$ cat config.mk
export PLATFORM = sky130hd
export DESIGN_NAME = out_chan
export DESIGN_NICKNAME = d
export VERILOG_FILES = /design/src/rtl/clkdiv_pkg.sv /design/src/rtl/chan_ctrl_pick.sv /design/src/rtl/chan_src_mux.sv /design/src/rtl/chan_post_div.sv /design/src/rtl/out_chan.sv
export SDC_FILE = /design/constraint.sdc
export NUM_CORES = 1
export LEC_CHECK = 0
export ABC_AREA = 0
export BUFFER_PORTS_ARGS = -buffer_cell sky130_fd_sc_hd__buf_2
export CORE_MARGIN = 1
export CORE_UTILIZATION = 40
export CTS_BUF_LIST = sky130_fd_sc_hd__clkbuf_8
export CTS_CLUSTER_SIZE = 14
export DETAILED_ROUTE_END_ITERATION = 12
export GPL_TIMING_DRIVEN = 0
export HOLD_SLACK_MARGIN = 0.03
export SLEW_MARGIN = 5
export SYNTH_ARGS = -nofsm -noshare
export SYNTH_HDL_FRONTEND = slang
export SYNTH_SLANG_ARGS = --single-unit
$ cat constraint.sdc
create_clock -name clk -period 5.1 [get_ports clk]
set_input_delay 1.02 -clock clk [delete_from_list [all_inputs] [get_ports clk]]
set_output_delay 1.02 -clock clk [all_outputs]
set_load 0.01 [all_outputs]
$ cat src/rtl/clkdiv_pkg.sv
package clkdiv_pkg;
    parameter int unsigned POST_MOD_W = 8;
    parameter int unsigned NUM_SRC    = 4;
    localparam int unsigned SEL_W     = $clog2(NUM_SRC);

    typedef enum logic [SEL_W-1:0] {
        SRC_REF   = 2'd0,
        SRC_PLL_A = 2'd1,
        SRC_PLL_B = 2'd2,
        SRC_PLL_C = 2'd3
    } src_sel_e;

    typedef struct packed {
        src_sel_e                sel;
        logic [POST_MOD_W-1:0]   modc;
    } chan_ctrl_t;

    function automatic logic [POST_MOD_W-1:0] eff_mod(input logic [POST_MOD_W-1:0] code);
        return (code == '0) ? POST_MOD_W'(1) : code;
    endfunction

    function automatic logic [POST_MOD_W-1:0] high_len(input logic [POST_MOD_W-1:0] n);
        return n - (n >> 1);
    endfunction
endpackage

$ cat src/rtl/chan_ctrl_pick.sv
module chan_ctrl_pick
    import clkdiv_pkg::*;
#(
    parameter bit ALT_SET = 1'b1
) (
    input  chan_ctrl_t set0,
    input  chan_ctrl_t set1,
    input  logic       set_pin,
    output chan_ctrl_t active
);
    generate
        if (ALT_SET) begin : g_switch
            assign active = set_pin ? set1 : set0;
        end else begin : g_fixed
            assign active = set0;
        end
    endgenerate
endmodule

$ cat src/rtl/chan_src_mux.sv
module chan_src_mux
    import clkdiv_pkg::*;
(
    input  logic               clk,
    input  logic               rst,
    input  logic [NUM_SRC-1:0] srcs,
    input  src_sel_e           sel,
    output logic               src_o,
    output logic               rise_o
);
    logic prev_q;

    assign src_o  = srcs[sel];
    assign rise_o = src_o & ~prev_q;

    always_ff @(posedge clk) begin
        if (rst) prev_q <= 1'b0;
        else     prev_q <= src_o;
    end
endmodule

$ cat src/rtl/chan_post_div.sv
module chan_post_div
    import clkdiv_pkg::*;
(
    input  logic                  clk,
    input  logic                  rst,
    input  logic                  rise,
    input  logic                  hold,
    input  logic [POST_MOD_W-1:0] modc,
    output logic                  div_q,
    output logic                  bypass
);
    logic [POST_MOD_W-1:0] n_eff, n_hi, cnt_q, cnt_nxt, mod_q;
    logic                  reload;

    assign n_eff   = eff_mod(modc);
    assign n_hi    = high_len(n_eff);
    assign bypass  = (n_eff == POST_MOD_W'(1));
    assign reload  = hold | (n_eff != mod_q);
    assign cnt_nxt = (cnt_q >= n_eff - POST_MOD_W'(1)) ? '0 : cnt_q + POST_MOD_W'(1);

    always_ff @(posedge clk) begin
        if (rst) begin
            cnt_q <= '0;
            mod_q <= POST_MOD_W'(1);
            div_q <= 1'b0;
        end else begin
            mod_q <= n_eff;
            if (reload) begin
                cnt_q <= n_eff - POST_MOD_W'(1);
                div_q <= 1'b0;
            end else if (rise) begin
                cnt_q <= cnt_nxt;
                div_q <= (cnt_nxt < n_hi);
            end
        end
    end
endmodule

$ cat src/rtl/out_chan.sv
module out_chan
    import clkdiv_pkg::*;
#(
    parameter bit ALT_SET = 1'b1
) (
    input  logic                  clk,
    input  logic                  rst,
    input  logic                  pll_a_clk,
    input  logic                  pll_b_clk,
    input  logic                  pll_c_clk,
    input  logic                  ref_clk,
    input  logic [1:0]            sel_set0,
    input  logic [POST_MOD_W-1:0] mod_set0,
    input  logic [1:0]            sel_set1,
    input  logic [POST_MOD_W-1:0] mod_set1,
    input  logic                  set_pin,
    input  logic                  pd_en,
    input  logic                  pd_pin,
    input  logic                  oe_pin,
    output logic                  clk_out,
    output logic                  pad_oe
);
    chan_ctrl_t         set0, set1, act;
    logic [NUM_SRC-1:0] srcs;
    logic               src_sel, src_rise, div_q, bypass, hold;

    assign set0 = '{sel: src_sel_e'(sel_set0), modc: mod_set0};
    assign set1 = '{sel: src_sel_e'(sel_set1), modc: mod_set1};
    assign srcs = {pll_c_clk, pll_b_clk, pll_a_clk, ref_clk};
    assign hold = pd_pin & pd_en;

    chan_ctrl_pick #(.ALT_SET(ALT_SET)) u_pick (
        .set0(set0), .set1(set1), .set_pin(set_pin), .active(act)
    );

    chan_src_mux u_mux (
        .clk(clk), .rst(rst), .srcs(srcs), .sel(act.sel),
        .src_o(src_sel), .rise_o(src_rise)
    );

    chan_post_div u_div (
        .clk(clk), .rst(rst), .rise(src_rise), .hold(hold),
        .modc(act.modc), .div_q(div_q), .bypass(bypass)
    );

    assign clk_out = hold ? 1'b0 : (bypass ? src_sel : div_q);
    assign pad_oe  = oe_pin;
endmodule

==> results.yml, run 1 <==
status:
  status: "finished, final reports clean"
placement:
  placed_cell_area_um2: 2318
  dp_hpwl_mm: 3.764
  pre_cts_slack_ns: -0.5970
  port_buffers: 28
  routabilityCongestion: 0.8118
clock_network:
  cts_root_buffer: "clkbuf_8"
  cts_tree: "yes"
  cts.sinks: 18
  cts-htree-levels: 1
  path_clk_slew_ns: 0.08
  cts_buffer_depth: 2
  cts_made_buffers: 3
  clock_latency_ns: 0.27
  hold_buffers: 0
cells_and_area:
  n_fill_cell: 478
  final_util: 0.5179
  final_common_cell: "ha_1"
  design_area_um2: 2527
  multiInputGateArea_um2: 1637
  drive_gt1_frac: 0.2590
  fin_nets: 344
  final_cell_mix: "34 x ha_1, 30 x buf_2, 24 x inv_1"
  antenna_cells: 0
  seq_area_um2: 360.3
  syn2layout_area_growth_pct: 20.67
timing:
  timing.final.crit_share: 0.9233
  finalCriticalPeriod_ns: 4.709
  hold_slack_ns: 0.4879
  rsz0062_at_grt: "no"
  tightest_slew_ns: 0.4780
  setup_ws_ns: 0.3911
  drv_slew: 0
  hold_viol_final: 0
  finalSetupViolCount: 0
  max_freq_mhz: 212.4
  clock_skew_ns: 0.01361
  slew_headroom: 0.6813
global_route:
  grt_util_all_layers: 0.1870
  antenna_found_initial: 0
  grt_pass1_vias: 1651
  grt_pass1_wl_mm: 7.734
  gr-total-overflow: 0
  grt_max_degree: 11
worst_setup_path:
  end_kind: "flop"
  rrSetupSlack_ns: 2.13
  path_delay_family: "compound AO/OA/AOI/OAI gates"
  required_ns: 5.28
  cp_max_fo: 10
  cp-start-kind: "primary input"
  cp_num_buf_inv: 2
  worstPathArrival_ns: 4.89
  slowest_delay_ns: 0.39
  worstSetupPathType: "in2reg"
  cp_slowest_cell: "nor4_2"
  path_cells: "buf_2, nor4_2, a221oi_4, and2_2, ha_1, o211ai_1, xnor2_1, ha_1, nand2_1, nor3_1, a21o_2, buf_2, nor2_1, ha_1, a21oi_1, o22ai_1, nor2_1, o41ai_1, a41o_1, a211oi_1"
  cpMostUsedCell: "ha_1"
drt:
  vias_per_cell: 5.206
  drc: 0
  routed-via-count: 1796
  antenna_left: 0
  drt_iter0_drc: 46
  dr.pass1.iters: 4
  drt_wl_total_mm: 4.767
  wl_per_cell_um: 13.82
pwr:
  p_leak_uw: 0.001106
  power_density_nw_per_um2: 223.6
  seqPwrFrac: 0.291
  intPower_uw: 347.3
  power_uw: 565.0
  switching_share: 0.3854
  comb_power_share: 0.490
  power_switching_uw: 217.7
  ir_drop_mv: 0.1246
  clkPwrFrac: 0.219
yosys:
  synth-seq-area-share: 0.1720
  synth_warnings: 0
  yosysUniqueCellTypes: 49
  yosys.area.top_type: "ha_1"
  synth_seq_cells: 18
  synthCells: 234
  syn_nets: 299
  netlist_area_um2: 2095
  synth-main-ff-cell: "dfxtp_1"
  synth.area.top_cells: "ha_1 20%, dfxtp_1 17%, xnor2_1 6.7%"
  synthArstFlopShare: 0
  synth_top_area_frac: 0.2031
  avgSynthCellArea_um2: 8.951
  synth_edf_count: 0
run:
  max-cap-violations: 0
hold_path:
  hold_path_class: "reg2reg"
floorplanning:
  coreArea_um2: 4880
  dieArea_um2: 5529
  ioPinCount: 32
  rows: 25
  die_x_um: 74.36
  start_util: 0.4292
  die_h_um: 74.36
==> Yosys cell counts, types with 2 or more instances <==
| cell type | instances |
|---|---|
| ha_1 | 34 |
| inv_1 | 24 |
| nor2_1 | 19 |
| dfxtp_1 | 18 |
| xnor2_1 | 16 |
| a21oi_1 | 13 |
| a211oi_1 | 12 |
| nand2_1 | 9 |
| nor3_1 | 8 |
| xor2_1 | 7 |
| mux2i_4 | 6 |
| o21ai_0 | 6 |
| mux2i_1 | 4 |
| nand3_1 | 4 |
| nor2b_1 | 4 |
| nor4_1 | 4 |
| clkbuf_1 | 3 |
| nand2b_1 | 3 |
| o21bai_1 | 3 |
| a21o_1 | 2 |
| a221oi_1 | 2 |
| and2_1 | 2 |
| buf_6 | 2 |
| nand4_1 | 2 |
| o22ai_1 | 2 |
| o41ai_1 | 2 |
==> final cells by class <==
type / instances / area share
plain buffers: 9 / 0.02822
inverters: 24 / 0.03564
repair buffers: 40 / 0.09109
multi-input cells: 183 / 0.6475
well taps: 67 / 0.03317
clock buffers: 4 / 0.02178
flip-flops and latches: 18 / 0.1426
==> per-stage QoR <==
stage               TNS (ns)  instances
floorplan                  0        234
detailed placement   -0.5970        329
CTS                        0        333
finish                     0        345
global placement     -0.6050        329
global route               0        345
==> flip-flops by register name, indices dropped and copies added (netlist names) <==
register / count
u_div.cnt_q: 8
u_div.mod_q: 8
u_div.div_q: 1
u_mux.prev_q: 1
==> routing by layer <==
| layer | up-vias | wire, um | track usage |
|---|---|---|---|
| li1 | 921 | - | - |
| met1 | 834 | 2372 | 0.2426 |
| met2 | 31 | 2196 | 0.3193 |
| met3 | 10 | 98 | 0.02439 |
| met4 | 0 | 99 | 0.06080 |
| met5 | - | 0 | 0 |
==> what timing repair did <==
item | in CTS | in global routing
endpoints found under the setup margin | 1 | 1
gates resized for setup | 3 | 9
buffers inserted | 0 | 12
==> worst min-delay path, stage by stage, from the launching register on <==
cell and delay, ns:
dfxtp_1 0.32, nand2_1 0.05, a211oi_1 0.06
==> cell families (layout without fill, tap and decap cells) <==
family | after synthesis | in the layout | synth area share
compound gates | 52 | 52 | 0.1888
flops | 18 | 18 | 0.1720
xor+xnor | 23 | 23 | 0.09618
mux | 13 | 13 | 0.1063
simple gates | 60 | 60 | 0.1476
buf+inv | 33 | 77 | 0.07646
fa+ha+maj | 35 | 35 | 0.2127
==> final timing paths <==
| kind | to | start | cells past startpoint |
|---|---|---|---|
| worst max-delay path | u_div.div_q$_SDFFE_PP0P_ | mod_set0[7] | 20 |
| worst max register to register | u_div.div_q$_SDFFE_PP0P_ | u_div.cnt_q[2]$_SDFFE_PP0P_ | 13 |
| worst min-delay path | u_div.div_q$_SDFFE_PP0P_ | u_div.div_q$_SDFFE_PP0P_ | 2 |
| worst min register to register | u_div.div_q$_SDFFE_PP0P_ | u_div.div_q$_SDFFE_PP0P_ | 2 |
==> power groups by stage <==
stage	combinational, uW	clock, uW	sequential [uW]
final	277	123	164
after global routing	314	129	166
after CTS	262	125	164
after detailed placement	258	0	167
after global placement	254	0	167
after floorplan	196	0	164
No activity file was read; power rests on OpenSTA's default activity.
==> run 2: changes to the inputs <==
Clock period 5.1 ns to 4.6 ns, I/O delays scaled along.
==> run 2 against run 1 <==
Net effect:
- combinational power is 17% higher
- power is 13% higher
- cell count is 1.4% higher
- final area is 3.8% higher
- non-clock buffer count is 5 higher
- sequential cell count stayed put
- setup slack worse by 0.15 ns
- clock power is 9% higher
- worst hold slack worse by 0.015 ns
- global-route usage is 0.63 points lower
- critical path type unchanged
- critical endpoint unchanged
- highest routed layer unchanged
==> results.yml, run 2 (synthesized netlist as in run 1, its figures left out) <==
cells_and_area:
  antenna_cells: 0
  final_common_cell: "ha_1"
  final_cell_mix: "33 x ha_1, 29 x buf_2, 24 x inv_1"
  fin_cells: 350
  drive_gt1_frac: 0.2862
  syn2layout_area_growth_pct: 25.21
  multiInputGateArea_um2: 1670
  fin_nets: 349
  seq_area_um2: 360.3
  top_regs: "u_div.cnt_q x8, u_div.mod_q x8"
  n_fill_cell: 463
floorplanning:
  dieArea_um2: 5529
  ioPinCount: 32
  die_h_um: 74.36
  start_util: 0.4292
  coreArea_um2: 4880
  rows: 25
  die_x_um: 74.36
global_route:
  antenna_found_initial: 0
  grt_pass1_vias: 1568
  gr-total-overflow: 0
  grt_max_degree: 11
  grt_util_all_layers: 0.1807
  grt_pass1_wl_mm: 7.431
pwr:
  power_switching_uw: 245.9
  p_leak_uw: 0.001144
  power_density_nw_per_um2: 244.0
  intPower_uw: 394.1
  power_uw: 639.9
  clkPwrFrac: 0.209
  switching_share: 0.3842
  ir_drop_mv: 0.1075
  seqPwrFrac: 0.284
  comb_power_share: 0.506
timing:
  clock_skew_ns: 0.002007
  hold_viol_final: 0
  slew_headroom: 0.6773
  timing.final.crit_share: 0.9478
  finalCriticalPeriod_ns: 4.360
  drv_slew: 0
  finalSetupViolCount: 0
  tightest_slew_ns: 0.4840
  max_freq_mhz: 229.4
worst_setup_path:
  required_ns: 4.78
  reg2reg_from: "u_div.cnt_q[0]$_SDFFE_PP0P_"
  end_kind: "flop"
  cp_max_fo: 10
  worstPathArrival_ns: 4.54
  worstSetupPathType: "in2reg"
  ff2ff_path_depth: 9
  endpoint: "u_div.div_q$_SDFFE_PP0P_"
  critPathLaunch: "mod_set1[7]"
  rrSetupSlack_ns: 1.72
  cp-start-kind: "primary input"
  rr_endpoint: "u_div.div_q$_SDFFE_PP0P_"
clock_network:
  cts_buffer_depth: 2
  path_clk_slew_ns: 0.07
  cts-htree-levels: 1
  hold_buffers: 0
  cts_root_buffer: "clkbuf_8"
  cts_tree: "yes"
  clock_latency_ns: 0.26
  cts.sinks: 18
  cts_made_buffers: 3
drt:
  wl_per_cell_um: 14.21
  drt_iter0_drc: 124
  drc: 0
  routed-via-count: 1809
  vias_per_cell: 5.169
  antenna_left: 0
  drt_wl_total_mm: 4.974
  dr.pass1.iters: 4
hold_path:
  hold_path_class: "reg2reg"
placement:
  port_buffers: 28
  routabilityCongestion: 0.8217
  dp_hpwl_mm: 3.693
  place_inst: 329
status:
  status: "finished, final reports clean"
run:
  max-cap-violations: 0
==> run 2: repair_timing <==
action | in CTS | in global routing
setup buffers | 7 | 9
pin swaps | 0 | 5
gates cloned | 0 | 1
resized for setup | 7 | 15
setup endpoints to repair | 1 | 1
==> run 2: worst max-delay path, cell delays in order <==
cell	delay (ns)
buf_2	0.13
nor4_4	0.33
nand4_1	0.18
and2_4	0.22
ha_1	0.23
o211ai_1	0.23
xnor2_1	0.15
ha_1	0.30
nand2_1	0.07
nor3_2	0.20
a21o_1	0.19
buf_6	0.16
nor2_2	0.05
ha_1	0.31
a21oi_1	0.15
o22ai_1	0.09
nor2_1	0.08
o41ai_1	0.09
a41o_1	0.27
a211oi_1	0.18
==> run 2: stage by stage <==
step / setup slack (ns) / util / hold slack, ns / setup TNS [ns] / cell area (um2)
global placement: -0.7383 / 0.4772 / 0.4619 / -0.7383 / 2328
global route: -0.01946 / 0.5374 / 0.5122 / -0.01946 / 2623
CTS: 0.02399 / 0.5072 / 0.4715 / 0 / 2475
finish: 0.2403 / 0.5374 / 0.4731 / 0 / 2623
floorplan: 0.05248 / - / 0.4391 / 0 / 2105
detailed placement: -0.7654 / 0.4772 / 0.4584 / -0.7654 / 2328
==> run 2: final cells by class <==
type,instances,share of cell area
sequential,18,0.1374
tap,67,0.03197
timing repair buffer,45,0.1088
inverter,24,0.03435
clock buffer,4,0.02099
multi-input combinational,183,0.6369
buffer,9,0.02958
==> run 2: routing by layer <==
metal  track usage  part of all wire  up-vias
li1              -                 -      934
met1        0.2393              0.46      804
met2        0.2923              0.48       59
met3       0.02846             0.043       12
met4       0.07338             0.024        0
met5             0                 0        -
==> run 2: worst min path at each step <==
stage / from / endpoint / slack (ns) / depth (start not counted)
4_1_cts: u_div.div_q$_SDFFE_PP0P_ / u_div.div_q$_SDFFE_PP0P_ / 0.47 / 2
3_5_place_dp: u_div.div_q$_SDFFE_PP0P_ / u_div.div_q$_SDFFE_PP0P_ / 0.46 / 2
5_1_grt: u_div.div_q$_SDFFE_PP0P_ / u_div.div_q$_SDFFE_PP0P_ / 0.51 / 2
6_report: u_div.div_q$_SDFFE_PP0P_ / u_div.div_q$_SDFFE_PP0P_ / 0.47 / 2
3_3_place_gp: u_div.div_q$_SDFFE_PP0P_ / u_div.div_q$_SDFFE_PP0P_ / 0.46 / 2
2_1_floorplan: u_div.div_q$_SDFFE_PP0P_ / u_div.div_q$_SDFFE_PP0P_ / 0.44 / 2
==> run 2: power groups by stage <==
| stage | clock network (uW) | logic [uW] | registers [uW] |
|---|---|---|---|
| finish | 134 | 324 | 182 |
| global route | 142 | 362 | 184 |
| CTS | 134 | 303 | 182 |
| detailed placement | 0 | 288 | 185 |
| global placement | 0 | 284 | 186 |
| floorplan | 0 | 219 | 182 |
==> run 3: changes to the inputs <==
Settings changed: SYNTH_HIERARCHICAL from default to 1.
==> run 3 against run 2 <==
Net effect:
- the flow now finishes with violations (setup timing)
- sequential share of layout area decreased by 1.2 points
- non-clock buffer count increased by 11
- sequential cell count unchanged
- setup slack got worse by 0.36 ns
- critical path type unchanged
- via count increased by 7.4%
- power increased by 12%
- count of clock-buffer cells in the layout unchanged
- wire length increased by 12%
- first-iteration DRC count decreased by 56%
==> results.yml, run 3 <==
global_route:
  grt_max_degree: 11
  gr-total-overflow: 0
  use_met1: 0.2510
  grt_busiest_layer: "met2"
  antenna_found_initial: 0
  grt_pass1_vias: 1853
  grt_pass1_wl_mm: 8.597
  grt_util_met2: 0.3727
  grtUsageMet3: 0.03659
  grt_util_all_layers: 0.2070
clock_network:
  cts_root_buffer: "clkbuf_8"
  cts.sinks: 18
  cts_tree: "yes"
  cts-htree-levels: 1
  path_clk_slew_ns: 0.08
  cts_made_buffers: 3
  cts_buffer_depth: 2
  clock_latency_ns: 0.27
  hold_buffers: 0
cells_and_area:
  final_cell_mix: "29 x buf_2, 27 x buf_4, 24 x ha_1"
  syn2layout_area_growth_pct: 37.93
  fin_nets: 365
  final_util: 0.5912
  drive_gt1_frac: 0.4106
  top_regs: "u_div/cnt_q x8, u_div/mod_q x8"
  antenna_cells: 0
  final_common_cell: "buf_2"
drt:
  drt_iter0_drc: 54
  drt_wl_total_mm: 5.584
  wl_per_cell_um: 15.13
  routed-via-count: 1942
  drc: 0
  dr.pass1.iters: 4
  antenna_left: 0
  vias_per_cell: 5.263
hold_path:
  hold_path_class: "reg2reg"
  whs_path_depth: 2
  hp-start: "u_div/cnt_q[7]$_SDFFE_PP0P_"
  holdPathEnd: "u_div/cnt_q[7]$_SDFFE_PP0P_"
pwr:
  seqPwrFrac: 0.255
  intPower_uw: 437.1
  power_switching_uw: 278.6
  p_leak_uw: 0.001308
  ir_drop_mv: 0.1718
  switching_share: 0.3893
  power_uw: 715.7
  comb_power_share: 0.553
  clkPwrFrac: 0.193
  power_density_nw_per_um2: 249.7
yosys:
  syn_nets: 304
  yosysUniqueCellTypes: 52
  synth_top_area_frac: 0.1927
  netlist_area_um2: 2078
  avgSynthCellArea_um2: 8.588
  synth.area.top_cells: "ha_1 19%, dfxtp_1 17%, mux2_4 7.2%"
  synthCells: 242
  synth-main-ff-cell: "dfxtp_1"
  synth_warnings: 6
  synth-seq-area-share: 0.1734
  synth_most_common_cell: "ha_1"
  synthArstFlopShare: 0
  yosys.area.top_type: "ha_1"
  synth_seq_cells: 18
  synthTopCellsByCount: "32 x ha_1, 23 x inv_1, 20 x nor2_1, 19 x nand2_1, 18 x dfxtp_1"
  synth_edf_count: 0
timing:
  max_freq_mhz: 212.0
  hold_slack_ns: 0.5110
  setup_ws_ns: -0.1166
  slew_headroom: 0.5996
  finalSetupViolCount: 1
  timing.setup.tns_ns: -0.1166
  rsz0062_at_grt: "yes"
  tightest_slew_ns: 0.6005
  clock_skew_ns: 0.009957
  finalCriticalPeriod_ns: 4.717
  hold_viol_final: 0
  drv_slew: 0
  timing.final.crit_share: 1.025
worst_setup_path:
  reg2reg_from: "u_div/cnt_q[2]$_SDFFE_PP0P_"
  ff2ff_path_depth: 12
  cp-start-kind: "primary input"
  end_kind: "flop"
  cp_max_fo: 7
  worstSetupPathType: "in2reg"
  required_ns: 4.79
  rrSetupSlack_ns: 1.76
  worstPathArrival_ns: 4.90
  rr_endpoint: "u_div/div_q$_SDFFE_PP0P_"
placement:
  dp_hpwl_mm: 3.987
  port_buffers: 29
  routabilityCongestion: 0.8124
floorplanning:
  dieArea_um2: 5488
  die_h_um: 74.08
  start_util: 0.4286
  rows: 25
  ioPinCount: 32
  coreArea_um2: 4848
  die_x_um: 74.08
status:
  status: "finished, violations left"
  violations: "setup timing"
run:
  max-cap-violations: 0
==> run 3: logic make-up after synthesis <==
logic type,Yosys count,share of synthesized area
buf+inv,32,0.07284
xor+xnor,21,0.08850
fa+ha+maj,32,0.1927
flops,18,0.1734
compound gates,54,0.1884
simple gates,73,0.1963
mux,12,0.08790
==> run 3: how the worst max path moves through the flow <==
stage | to | cells after the start | from | slack [ns]
detailed placement | u_div/div_q$_SDFFE_PP0P_ | 24 | set_pin | -0.70
global route | u_div/div_q$_SDFFE_PP0P_ | 20 | set_pin | -0.30
global placement | u_div/div_q$_SDFFE_PP0P_ | 24 | set_pin | -0.69
finish | u_div/div_q$_SDFFE_PP0P_ | 23 | set_pin | -0.12
floorplan | u_div/div_q$_SDFFE_PP0P_ | 24 | set_pin | -0.18
CTS | u_div/div_q$_SDFFE_PP0P_ | 23 | set_pin | -0.14
==> run 3: area by class of cell <==
class | count | area, um2
fill | 438 | 1982
multi-input combinational | 192 | 1810
timing repair buffer | 57 | 376.6
sequential | 18 | 360.3
inverter | 23 | 101.3
tap | 67 | 83.83
buffer | 8 | 78.83
clock buffer | 4 | 55.05
==> run 3: critical path, stage by stage <==
cell and delay [ns]:
buf_12 0.12, mux2_4 0.32, inv_4 0.07, ha_4 0.16, nand4b_4 0.11, or2_4 0.34, nand2_8 0.10, ha_4 0.13
o21ai_4 0.07, a211o_1 0.30, xnor2_2 0.16, ha_1 0.33, a21oi_1 0.15, o21a_1 0.17, o41ai_4 0.09, clkbuf_8 0.18
a21oi_4 0.13, ha_4 0.22, a21oi_2 0.14, nor2_2 0.07, a2111oi_4 0.36, a21oi_2 0.06, nor4_2 0.20
==> run 3: timing repair <==
action                     in CTS  in global routing
setup endpoints to repair       1                  1
pin swaps                      12                 20
cloned                          0                  1
resized for setup               9                 18
buffers inserted               23                  4
==> run 3: stage by stage <==
step | instances | setup WS, ns | instance area, um2
6_report | 369 | -0.1166 | 2867
5_1_grt | 369 | -0.3045 | 2867
4_1_cts | 365 | -0.1357 | 2713
3_5_place_dp | 338 | -0.7022 | 2447
3_3_place_gp | 338 | -0.6891 | 2447
2_1_floorplan | 242 | -0.1848 | 2218
==> run 3: power by group through the flow <==
| stage | logic (uW) | clock network [uW] | registers, uW |
|---|---|---|---|
| 2_1_floorplan | 236 | 0 | 182 |
| 3_3_place_gp | 297 | 0 | 186 |
| 3_5_place_dp | 301 | 0 | 186 |
| 4_1_cts | 351 | 144 | 182 |
| 5_1_grt | 433 | 147 | 184 |
| 6_report | 396 | 138 | 182 |
==> run 3: routing by layer <==
| metal | up-vias | routed length, um |
|---|---|---|
| met2 | 51 | 2831 |
| met4 | 0 | 130 |
| met1 | 892 | 2446 |
| met5 | - | 0 |
| li1 | 984 | - |
| met3 | 15 | 175 |
